===== src/rtl/tfr_pkg.sv =====
package tfr_pkg;

  // Strobes from control to datapath
  typedef struct packed {
    logic loadBase;   // latch the base address
    logic selLow;     // current request targets the low word
    logic capHi;      // store response as reference high word
    logic capLo;      // store response as low word
    logic finishOk;   // commit {high, low} to the result
    logic finishBad;  // commit the not-ready marker
  } tfrStrobeT;

  typedef enum logic [1:0] {
    ST_IDLE,
    ST_REQ,
    ST_RSP,
    ST_DONE
  } tfrStateT;

  typedef enum logic [1:0] {
    PH_FIRST,
    PH_LOW,
    PH_HIGH
  } tfrPhaseT;

endpackage


===== src/rtl/tfr_ctrl.sv =====
module tfr_ctrl
  import tfr_pkg::*;
#(
  parameter int MAX_TRIES = 3
) (
  input  logic       clk,
  input  logic       rstN,
  input  logic       start,
  input  logic       rdReqReady,
  input  logic       rdRspValid,
  input  logic       hiMatch,
  output logic       busy,
  output logic       done,
  output logic       rdReqValid,
  output tfrStrobeT  strb
);

  localparam int TRY_W = (MAX_TRIES < 2) ? 1 : $clog2(MAX_TRIES);

  tfrStateT          state;
  tfrStateT          stateNext;
  tfrPhaseT          phase;
  tfrPhaseT          phaseNext;
  logic [TRY_W-1:0]  tryCnt;
  logic [TRY_W-1:0]  tryCntNext;
  logic              lastTry;
  logic              rspHere;

  assign lastTry = (tryCnt == TRY_W'(MAX_TRIES - 1));
  assign rspHere = (state == ST_RSP) && rdRspValid;

  always_comb begin
    strb           = '0;
    stateNext      = state;
    phaseNext      = phase;
    tryCntNext     = tryCnt;
    strb.selLow    = (phase == PH_LOW);
    case (state)
      ST_IDLE: begin
        if (start) begin
          strb.loadBase = 1'b1;
          stateNext     = ST_REQ;
          phaseNext     = PH_FIRST;
          tryCntNext    = '0;
        end
      end
      ST_REQ: begin
        if (rdReqReady) stateNext = ST_RSP;
      end
      ST_RSP: begin
        if (rspHere) begin
          case (phase)
            PH_FIRST: begin
              strb.capHi = 1'b1;
              phaseNext  = PH_LOW;
              stateNext  = ST_REQ;
            end
            PH_LOW: begin
              strb.capLo = 1'b1;
              phaseNext  = PH_HIGH;
              stateNext  = ST_REQ;
            end
            default: begin
              if (hiMatch) begin
                strb.finishOk = 1'b1;
                stateNext     = ST_DONE;
              end else if (lastTry) begin
                strb.finishBad = 1'b1;
                stateNext      = ST_DONE;
              end else begin
                strb.capHi = 1'b1;
                tryCntNext = tryCnt + 1'b1;
                phaseNext  = PH_LOW;
                stateNext  = ST_REQ;
              end
            end
          endcase
        end
      end
      default: begin
        stateNext = ST_IDLE;
      end
    endcase
  end

  always_ff @(posedge clk) begin
    if (!rstN) begin
      state  <= ST_IDLE;
      phase  <= PH_FIRST;
      tryCnt <= '0;
    end else begin
      state  <= stateNext;
      phase  <= phaseNext;
      tryCnt <= tryCntNext;
    end
  end

  assign busy       = (state != ST_IDLE);
  assign done       = (state == ST_DONE);
  assign rdReqValid = (state == ST_REQ);

  // completion is a single-cycle pulse
  p_done_single_r6: assert property (@(posedge clk) disable iff (!rstN)
    done |=> !done);

  // an offered request is held until accepted
  p_req_hold_r8: assert property (@(posedge clk) disable iff (!rstN)
    (rdReqValid && !rdReqReady) |=> rdReqValid);

  // attempt counter never passes the limit
  p_try_bound_r4: assert property (@(posedge clk) disable iff (!rstN)
    tryCnt < TRY_W'(MAX_TRIES));

  // completion only follows a response
  p_done_after_rsp_r3: assert property (@(posedge clk) disable iff (!rstN)
    $rose(done) |-> $past(rdRspValid));

endmodule


===== src/rtl/tfr_dpath.sv =====
module tfr_dpath
  import tfr_pkg::*;
#(
  parameter int ADDR_W = 32,
  parameter int WORD_W = 32
) (
  input  logic                  clk,
  input  logic                  rstN,
  input  tfrStrobeT             strb,
  input  logic [ADDR_W-1:0]     baseAddr,
  input  logic [WORD_W-1:0]     rdRspData,
  output logic [ADDR_W-1:0]     rdReqAddr,
  output logic                  hiMatch,
  output logic [2*WORD_W-1:0]   result
);

  localparam int RES_W = 2 * WORD_W;
  localparam logic [RES_W-1:0] NOT_READY = {1'b1, {(RES_W-1){1'b0}}};
  localparam logic [ADDR_W-1:0] HI_OFFSET = ADDR_W'(WORD_W / 8);

  logic [ADDR_W-1:0] baseReg;
  logic [WORD_W-1:0] refHi;
  logic [WORD_W-1:0] lowWord;

  assign rdReqAddr = strb.selLow ? baseReg : (baseReg + HI_OFFSET);
  assign hiMatch   = (rdRspData == refHi);

  always_ff @(posedge clk) begin
    if (!rstN) begin
      baseReg <= '0;
      refHi   <= '0;
      lowWord <= '0;
      result  <= '0;
    end else begin
      if (strb.loadBase)  baseReg <= baseAddr;
      if (strb.capHi)     refHi   <= rdRspData;
      if (strb.capLo)     lowWord <= rdRspData;
      if (strb.finishOk)  result  <= {refHi, lowWord};
      if (strb.finishBad) result  <= NOT_READY;
    end
  end

  // a failed operation leaves the marker in the result
  p_marker_r5: assert property (@(posedge clk) disable iff (!rstN)
    strb.finishBad |=> (result == NOT_READY));

  // result only moves on a commit
  p_result_hold_r6: assert property (@(posedge clk) disable iff (!rstN)
    (!strb.finishOk && !strb.finishBad) |=> $stable(result));

endmodule


===== src/rtl/tearfree_reader.sv =====
module tearfree_reader
  import tfr_pkg::*;
#(
  parameter int ADDR_W    = 32,
  parameter int WORD_W    = 32,
  parameter int MAX_TRIES = 3
) (
  input  logic                  clk,
  input  logic                  rstN,
  input  logic                  start,
  input  logic [ADDR_W-1:0]     baseAddr,
  output logic                  busy,
  output logic                  done,
  output logic [2*WORD_W-1:0]   result,
  output logic                  rdReqValid,
  input  logic                  rdReqReady,
  output logic [ADDR_W-1:0]     rdReqAddr,
  input  logic                  rdRspValid,
  input  logic [WORD_W-1:0]     rdRspData
);

  tfrStrobeT strb;
  logic      hiMatch;

  tfr_ctrl #(.MAX_TRIES(MAX_TRIES)) u_ctrl (
    .clk        (clk),
    .rstN       (rstN),
    .start      (start),
    .rdReqReady (rdReqReady),
    .rdRspValid (rdRspValid),
    .hiMatch    (hiMatch),
    .busy       (busy),
    .done       (done),
    .rdReqValid (rdReqValid),
    .strb       (strb)
  );

  tfr_dpath #(.ADDR_W(ADDR_W), .WORD_W(WORD_W)) u_dpath (
    .clk       (clk),
    .rstN      (rstN),
    .strb      (strb),
    .baseAddr  (baseAddr),
    .rdRspData (rdRspData),
    .rdReqAddr (rdReqAddr),
    .hiMatch   (hiMatch),
    .result    (result)
  );

  // request address holds while a request waits
  p_addr_hold_r8: assert property (@(posedge clk) disable iff (!rstN)
    (rdReqValid && !rdReqReady) |=> $stable(rdReqAddr));

endmodule


===== config.mk =====
export PLATFORM = sky130hd
export DESIGN_NAME = tearfree_reader
export DESIGN_NICKNAME = d
export VERILOG_FILES = /design/src/rtl/tfr_pkg.sv /design/src/rtl/tfr_ctrl.sv /design/src/rtl/tfr_dpath.sv /design/src/rtl/tearfree_reader.sv
export SDC_FILE = /design/constraint.sdc
export NUM_CORES = 1
export LEC_CHECK = 0
export ABC_AREA = 1
export CORE_ASPECT_RATIO = 1.25
export CORE_MARGIN = 1
export CORE_UTILIZATION = 50
export DETAILED_ROUTE_END_ITERATION = 10
export GPL_ROUTABILITY_DRIVEN = 0
export PLACE_DENSITY = 0.8
export SETUP_SLACK_MARGIN = 0.5
export SYNTH_ARGS = -nofsm -noshare
export SYNTH_HDL_FRONTEND = slang
export SYNTH_HIERARCHICAL = 1
export SYNTH_SLANG_ARGS = --single-unit

===== constraint.sdc =====
create_clock -name clk -period 7.1 [get_ports clk]
set_input_delay 2.13 -clock clk [delete_from_list [all_inputs] [get_ports clk]]
set_output_delay 2.13 -clock clk [all_outputs]
set_load 0.02 [all_outputs]

==> results summary, run 1 <==
In the post-synthesis netlist, the biggest area contributors are dfxtp_1 46%, nor2_1 12%, nand2_1 12%. Global routing used 28.0% of the available tracks across all layers. In the detailed route, the total length drawn on met2 is 10400 µm.

The flow ran to the end, and the final reports show no timing, DRC or antenna violations. The slowest stage of the critical path belongs to the cell inv_1. The number of sinks on the clock net is 166.

In this run the worst setup path terminates at u_dpath/refHi[28]. Headroom to the max-slew limit came out at 13.4%. The worst register-to-register path ends at u_dpath/refHi[28]. The uppermost signal routing layer after detailed routing is met4. The via count came out at 7034.

The hold violation count in the final report is 0. The remaining antenna violation count after routing is 0. The startpoint identified for the worst register-to-register timing path is u_dpath/refHi[27]. The count of buffers added on input and output ports is 167.

The arrival time of the worst setup path came out at 5.47 ns. The count of instances resized after the clock tree is built is 0. The signal on the critical path passes through clkdlybuf4s50_1 > inv_1 > nand2_1 > nand2_1 > nor2_1 > nand2_1 > nor2_1 > nand2_1 > nor2_1 > nand2_1 > nand2_1 > nor2_1 > nand3_1 > inv_1 > inv_1 > o21ai_0 > a21oi_1. The number of buffers inserted during clock tree synthesis came out at 17. Clock latency on the worst-skew pair, taken at its later pin, is 0.44 ns. Subtracting the final worst setup slack from the clock period gives 5.18 ns. Counting stages on the worst path, the most repeated cell is nand2_1. The placeable core region came out at 0.0139 mm². The number of global-route vias before repair came out at 6629. From bottom edge to top edge, the die measures 136 µm. Summed over all layers, the routed wires come to 20300 µm.

The detailed-route vias per instance came out at 5.26. The fraction of the cycle the final worst path needs is 73.0%. The initial utilization of the core area, before any placement, comes to 51.5%. The number of cells on the worst reg-to-reg path is 15. After detailed routing, the wire length on met1 is 7640 µm. After legalization and detailed placement, the total HPWL measured 14100 µm. The number of setup buffers added after CTS is 0. The total of fill cells in the finished design is 1181. IR analysis of the VDD net gives a maximum drop of 0.000193 V.

Setup repair after global routing left no endpoint under its margin. When the netlist entered floorplanning its net count stood at 1080. The share of synthesized area occupied by flip-flops and latches came out at 46.5%.

The biggest area contributor in the post-synthesis netlist is dfxtp_1. The slew at the pin closest to its max-slew limit is 1.30 ns. The worst slack after detailed placement came out at 1.53 ns.

In the routed design, unresolved DRC markers number 0. The H-tree generated during clock tree synthesis spans 4 levels. The relative area change from synthesis to final layout came out at 32.3%. The power density over the cells is 230 mW/mm².

In this run, post-CTS hold repair placed 0 buffers. For this block, the initial DRC count from the detailed router was 492. The worst-case hold slack is 0.462 ns. For this run, asynchronously set or reset flops after synthesis account for 0%. The wire length on met3 came out at 1570 µm.

The static power due to leakage is 0.00383 µW. Along the worst path, the maximum fanout reaches 35. The number of diodes came out at 0.

The largest net degree at the start of global routing came out at 101. The maximum number of buffers from clock root to sink is 2. The clock slew seen by the registers of the worst setup and hold paths is 0.07 ns. The sort of element at the start of the critical path is a primary input. Among all flip-flop cells after synthesis, the most frequent one is dfxtp_1. The final clock skew is 0.00869 ns. The die covers 0.0148 mm².

The number of max-capacitance violations reported came out at 0. The library cell used most frequently in the layout, excluding fill and tap cells, is nor2_1. During synthesis, Yosys emitted a total of 6 warnings. Setup violations remaining at the end of the flow were counted as 0. The register-to-register setup slack is 3.75 ns. By startpoint and endpoint, the worst setup path is classified as in -> reg. The worst hold path belongs to the class reg -> reg. The cell area that synthesis handed to floorplanning was 0.00715 mm². Summed over all layers, the global routing overflow is 0. The largest single stage delay on the critical path is 0.75 ns.

The number of enable flip-flop cells after synthesis came out at 0. Once routing completed, OpenROAD measured the worst setup slack at 1.92 ns. TritonCTS built the clock tree. The horizontal extent of the die is 109 µm. In the final layout, the share of cells above drive strength 1 is 5.68%. The final net count came out at 1220.

The number of cells produced by synthesis is 1009. Of the post-synthesis cell area, the dominant cell type holds 46.5%. The total I/O pin count is 168.

The critical path launch point is rdRspData[16]. In the layout the commonest cells are 230 x nor2_1, 223 x nand2_1, 166 x clkdlybuf4s50_1, 166 x dfxtp_1, 97 x o21ai_0. A synthesized cell averages 7.08 µm². The root buffer cell chosen for the clock tree is clkbuf_16.

The detailed-routing iteration count for the pre-antenna-repair pass is 5. The number of antenna violations at the first check in global routing is 0. The routed length per instance is 15.2 µm. The distinct cell type count of the synthesized netlist is 28. The final number of max-transition violations is 0. The flip-flop and latch count after synthesis is 166.

The initialized floorplan defines 48 standard-cell rows. The final-layout setup total negative slack came out at 0 ns. The worst setup path is captured at a flop. The first-pass GRT wire length came out at 31700 µm. The upper clock frequency limit is 193 MHz. Data on the critical path is required at its endpoint by 7.38 ns.
per-layer routing:
layer	track usage (%)	up-vias
li1	-	3458
met1	29.6	3266
met2	50.3	264
met3	7.74	46
met4	13.2	0
met5	0	-
report_power, final:
group          internal [µW]  switching, µW
clock network            506            431
registers                960           32.4
logic                    110            133
total                   1580            596
sequential cells by signal, indices dropped and copies added, names as in the netlist:
register,cells
u_dpath/refHi,32
u_dpath/baseReg,32
u_ctrl/state,2
u_ctrl/tryCnt,2
u_ctrl/phase,2
u_dpath/result,64
u_dpath/lowWord,32
metrics by stage:
stage	power (µW)	util [%]	std cells	instance area, µm²
5_1_grt	2250	68.2	1337	9460
2_1_floorplan	1140	-	1009	7150
3_5_place_dp	1250	63.9	1305	8860
4_1_cts	2180	68.2	1337	9460
6_report	2170	68.2	1337	9460
3_3_place_gp	1250	63.9	1305	8860
worst min path at each step:
| stage | start | end | slack, ns | cells past startpoint |
|---|---|---|---|---|
| finish | u_dpath/result[8] | u_dpath/result[8] | 0.46 | 2 |
| global route | u_ctrl/phase[0] | u_ctrl/phase[0] | 0.47 | 2 |
| CTS | u_dpath/result[57] | u_dpath/result[57] | 0.46 | 2 |
| detailed placement | u_dpath/result[40] | u_dpath/result[40] | 0.45 | 2 |
| global placement | u_dpath/result[53] | u_dpath/result[53] | 0.45 | 2 |
| floorplan | u_ctrl/phase[0] | u_ctrl/phase[0] | 0.44 | 2 |
Yosys cell counts, types with 2 or more instances:
master	instances
a21oi_1	82
buf_2	6
buf_4	2
buf_6	2
clkbuf_1	41
dfxtp_1	166
ha_1	2
inv_1	49
inv_2	4
nand2_1	223
nand2_2	4
nand2_4	2
nand3_1	16
nand3b_1	5
nand4_1	3
nor2_1	232
nor2_2	9
nor2_4	4
nor3_1	5
o21ai_0	97
o21ai_1	4
xnor2_1	10
xor2_1	36
layout make-up:
class | count | area, µm² | area share (%)
clock buffer | 17 | 425 | 4.50
clock inverter | 15 | 174 | 1.84
inverter | 55 | 208 | 2.20
multi-input combinational | 737 | 3410 | 36.0
sequential | 166 | 3320 | 35.1
tap | 175 | 219 | 2.31
timing repair buffer | 172 | 1700 | 18.0
cell families after synthesis:
kind of cell	Yosys count	synth area share [%]
DFF	166	46.5
buffers and inverters	106	6.00
adders and majority gates	2	0.350
and+or+nand+nor	506	28.7
AOI/OAI and AO/OA	183	12.8
xor gates and xnor gates	46	5.64
worst max-delay path, delay by kind of cell:
kind,cells,cell delay (ns)
AND/OR/NAND/NOR,11,0.85
AO/OA/AOI/OAI,2,0.44
buffers and inverters,4,2.05
Power figures use the tool's default switching activity.
==> run 2, diff against run 1 <==
==> constraint.sdc (replaced) <==
create_clock -name clk -period 4.89 [get_ports clk]
set_input_delay 1.467 -clock clk [delete_from_list [all_inputs] [get_ports clk]]
set_output_delay 1.467 -clock clk [all_outputs]
set_load 0.02 [all_outputs]
==> run 2 against run 1 <==
Effect of this change: hold slack better by 0.00082 ns; largest cell class unchanged; die area unchanged; clock-buffer cell count up 2.
==> results summary, run 2 (same netlist as run 1, synthesis figures left out) <==
The run finished with clean final reports. The number of antenna violations at the first check in global routing is 0. Once the floorplan was initialized, standard cells occupied 51.5% of the core.

The post-route DRC violation count is 0. The chip height is 136 µm. Max-cap violations in this run came to 0.

In this run, the combinational gates consume 11.4% of the power. The number of global-route vias before repair was 6658. After detailed routing, the number of vias per cell comes to 5.16.

In this run the critical register-to-register path is launched from u_dpath/refHi[27]. Summed over all failing endpoints, the final setup total negative slack is 0 ns. The critical path is of the reg -> out type. For the worst setup path, the data arrival time is 2.61 ns. The fraction of the cycle the final worst path needs is 83.3%. The final route contains 6926 vias. The CTS tree is yes.

The startpoint identified for the worst hold timing path is u_dpath/result[26]. The register-to-register setup slack came out at 2.30 ns. The remaining antenna violation count after routing is 0. For this run, the slowest stage of the critical path takes 0.62 ns. The final worst setup slack came out at 0.815 ns.

Ranked by flip-flop count, first place goes to u_dpath/result. The relative area change from synthesis to final layout is 33.2%. The number of placement rows is 48. Traced cell by cell, the critical path runs through inv_1 > nand2_1 > inv_1 > inv_2 > nand2_4 > nor2_4 > nand3_4 > nor2_2 > xor2_1 > clkdlybuf4s50_1. The most frequent cell on the critical path is inv_1.

The library cells used most frequently in the layout, excluding fill and tap cells, are 230 x nor2_1, 223 x nand2_1, 166 x clkdlybuf4s50_1, 166 x dfxtp_1, 97 x o21ai_0. The area enclosed by the die boundary came out at 0.0148 mm². The post-layout total power came out at 3140 µW. The final number of max-transition violations came to 0. The cell with the largest stage delay on the worst path is clkdlybuf4s50_1. The largest net degree at the start of global routing is 101.

The clock tree synthesis step divided the H-tree into 4 levels. STA classifies the critical path startpoint as a flop. The total I/O pin count is 168. The worst slew slack as a fraction of its limit is 35.4%. The first global-routing pass estimated 31200 µm of wire. The insertion delay of the later-clocked pin in the worst-skew pair is 0.43 ns. The post-DP HPWL is 14100 µm.

The data required time of the critical path is 3.42 ns. The kind of path behind the tightest hold check is reg -> reg. With fillers left out, the area of the finished cells amounts to 0.00952 mm². The detailed-routing iteration count for the pre-antenna-repair pass is 5. The horizontal extent of the die came out at 109 µm.

The sequential group share of total power is 45.9%. The net switching power of the design is 797 µW. The total of fill cells in the finished design is 1184. Hold timing on the final database bottoms out at a slack of 0.463 ns. The total wirelength of the detailed-routed design came out at 20100 µm. Cells with a size suffix above 1 make up 6.16% of the layout.

The register with the most flip-flops in the layout has 64 of them. The number of cells on the worst reg-to-reg path is 17. The worst setup path is captured at an output pin. The global route total overflow is 0. Of all nets on the critical path, the largest fanout is 8. The switching fraction of total power came out at 25.4%. The number of antenna diodes in the final layout is 0.

At the pin with the least slew margin, the transition time is 0.968 ns. The iteration-0 DRC count of the detailed router is 345. Clock tree synthesis found a total of 166 sinks. The global router's overall resource usage came out at 27.6%. The count of instances resized after the clock tree is built came out at 0. The cell depth of the worst min-delay path is 2. The placeable core region is 0.0139 mm². The critical path starts at u_ctrl/phase[1]. The number of setup violations in the final report is 0. The hold violation count in the final report is 0. For hold timing, the worst endpoint is u_dpath/result[26]. The maximum number of buffers from clock root to sink is 2. For this run, the top clock speed supported by timing is 245 MHz. The static power due to leakage came out at 0.00385 µW. The worst slack after detailed placement is 0.745 ns. The worst path in the final design needs a cycle of 4.07 ns, including I/O delays and setup.

The final net count is 1227. The clock slew seen by the registers of the worst setup and hold paths came out at 0.06 ns. The internal power of the cells totals 2340 µW. VDD sags by at most 0.000212 V. Summing all placed instances gives a cell area of 0.00892 mm². After clock tree synthesis, the flow added hold-fix buffers numbering 0.

The number of buffers inserted during clock tree synthesis came out at 17. The endpoint identified for the worst register-to-register timing path is u_dpath/refHi[9]. Setup repair after global routing left no endpoint under its margin.

The final clock skew came out at 0.0113 ns. The relative contribution of the clock network to total power came out at 42.7%. Leaving out fill and tap cells, the most frequent cell in the layout is nor2_1.

The routed length per instance came out at 15.0 µm. The buffers inserted during post-CTS setup optimization came out at 0. Buffers placed on the I/O ports in this run total 167. The power density over the cells is 330 mW/mm². The cell sitting at the root of the clock tree is a clkbuf_16.
run 2: cell type report:
| type | count | area [µm²] | share of cell area, % |
|---|---|---|---|
| multi-input cells | 737 | 3410 | 35.8 |
| clock buffers | 19 | 453 | 4.76 |
| repair buffers | 179 | 1770 | 18.6 |
| inverters | 55 | 208 | 2.18 |
| clock inverters | 12 | 141 | 1.49 |
| flip-flops and latches | 166 | 3320 | 34.9 |
| well taps | 175 | 219 | 2.30 |
run 2: critical path: cells and delay by family, from the launching register on:
family,cells,cell delay [ns]
xor gates and xnor gates,1,0.16
buffers and inverters,4,1.03
DFF,1,0.37
and+or+nand+nor,5,0.61
run 2: per-layer routing:
metal	wire [µm]	vias up	track usage [%]
li1	-	3470	-
met1	7780	3188	29.0
met2	10300	228	49.8
met3	1250	40	7.12
met4	726	0	13.7
met5	0	-	0
run 2: power by group through the flow:
stage | Combinational (µW) | Clock, µW | Sequential, µW
floorplan | 196 | 0 | 1460
global placement | 351 | 0 | 1470
detailed placement | 355 | 0 | 1470
CTS | 358 | 1360 | 1440
global route | 390 | 1420 | 1440
finish | 357 | 1340 | 1440
run 2: how the worst max path moves through the flow:
| stage | end | slack (ns) |
|---|---|---|
| after floorplan | u_dpath/result[21] | 1.86 |
| after global placement | u_dpath/refHi[3] | 0.83 |
| after detailed placement | u_dpath/refHi[12] | 0.74 |
| after CTS | rdReqAddr[20] | 0.80 |
| after global routing | rdReqAddr[28] | 0.64 |
| final | rdReqAddr[20] | 0.82 |
run 2: metrics by stage:
step / util [%] / instances
final: 68.6 / 1343
after CTS: 68.6 / 1343
after detailed placement: 64.3 / 1312
after global placement: 64.3 / 1312
after floorplan: - / 1009
after global routing: 68.6 / 1343
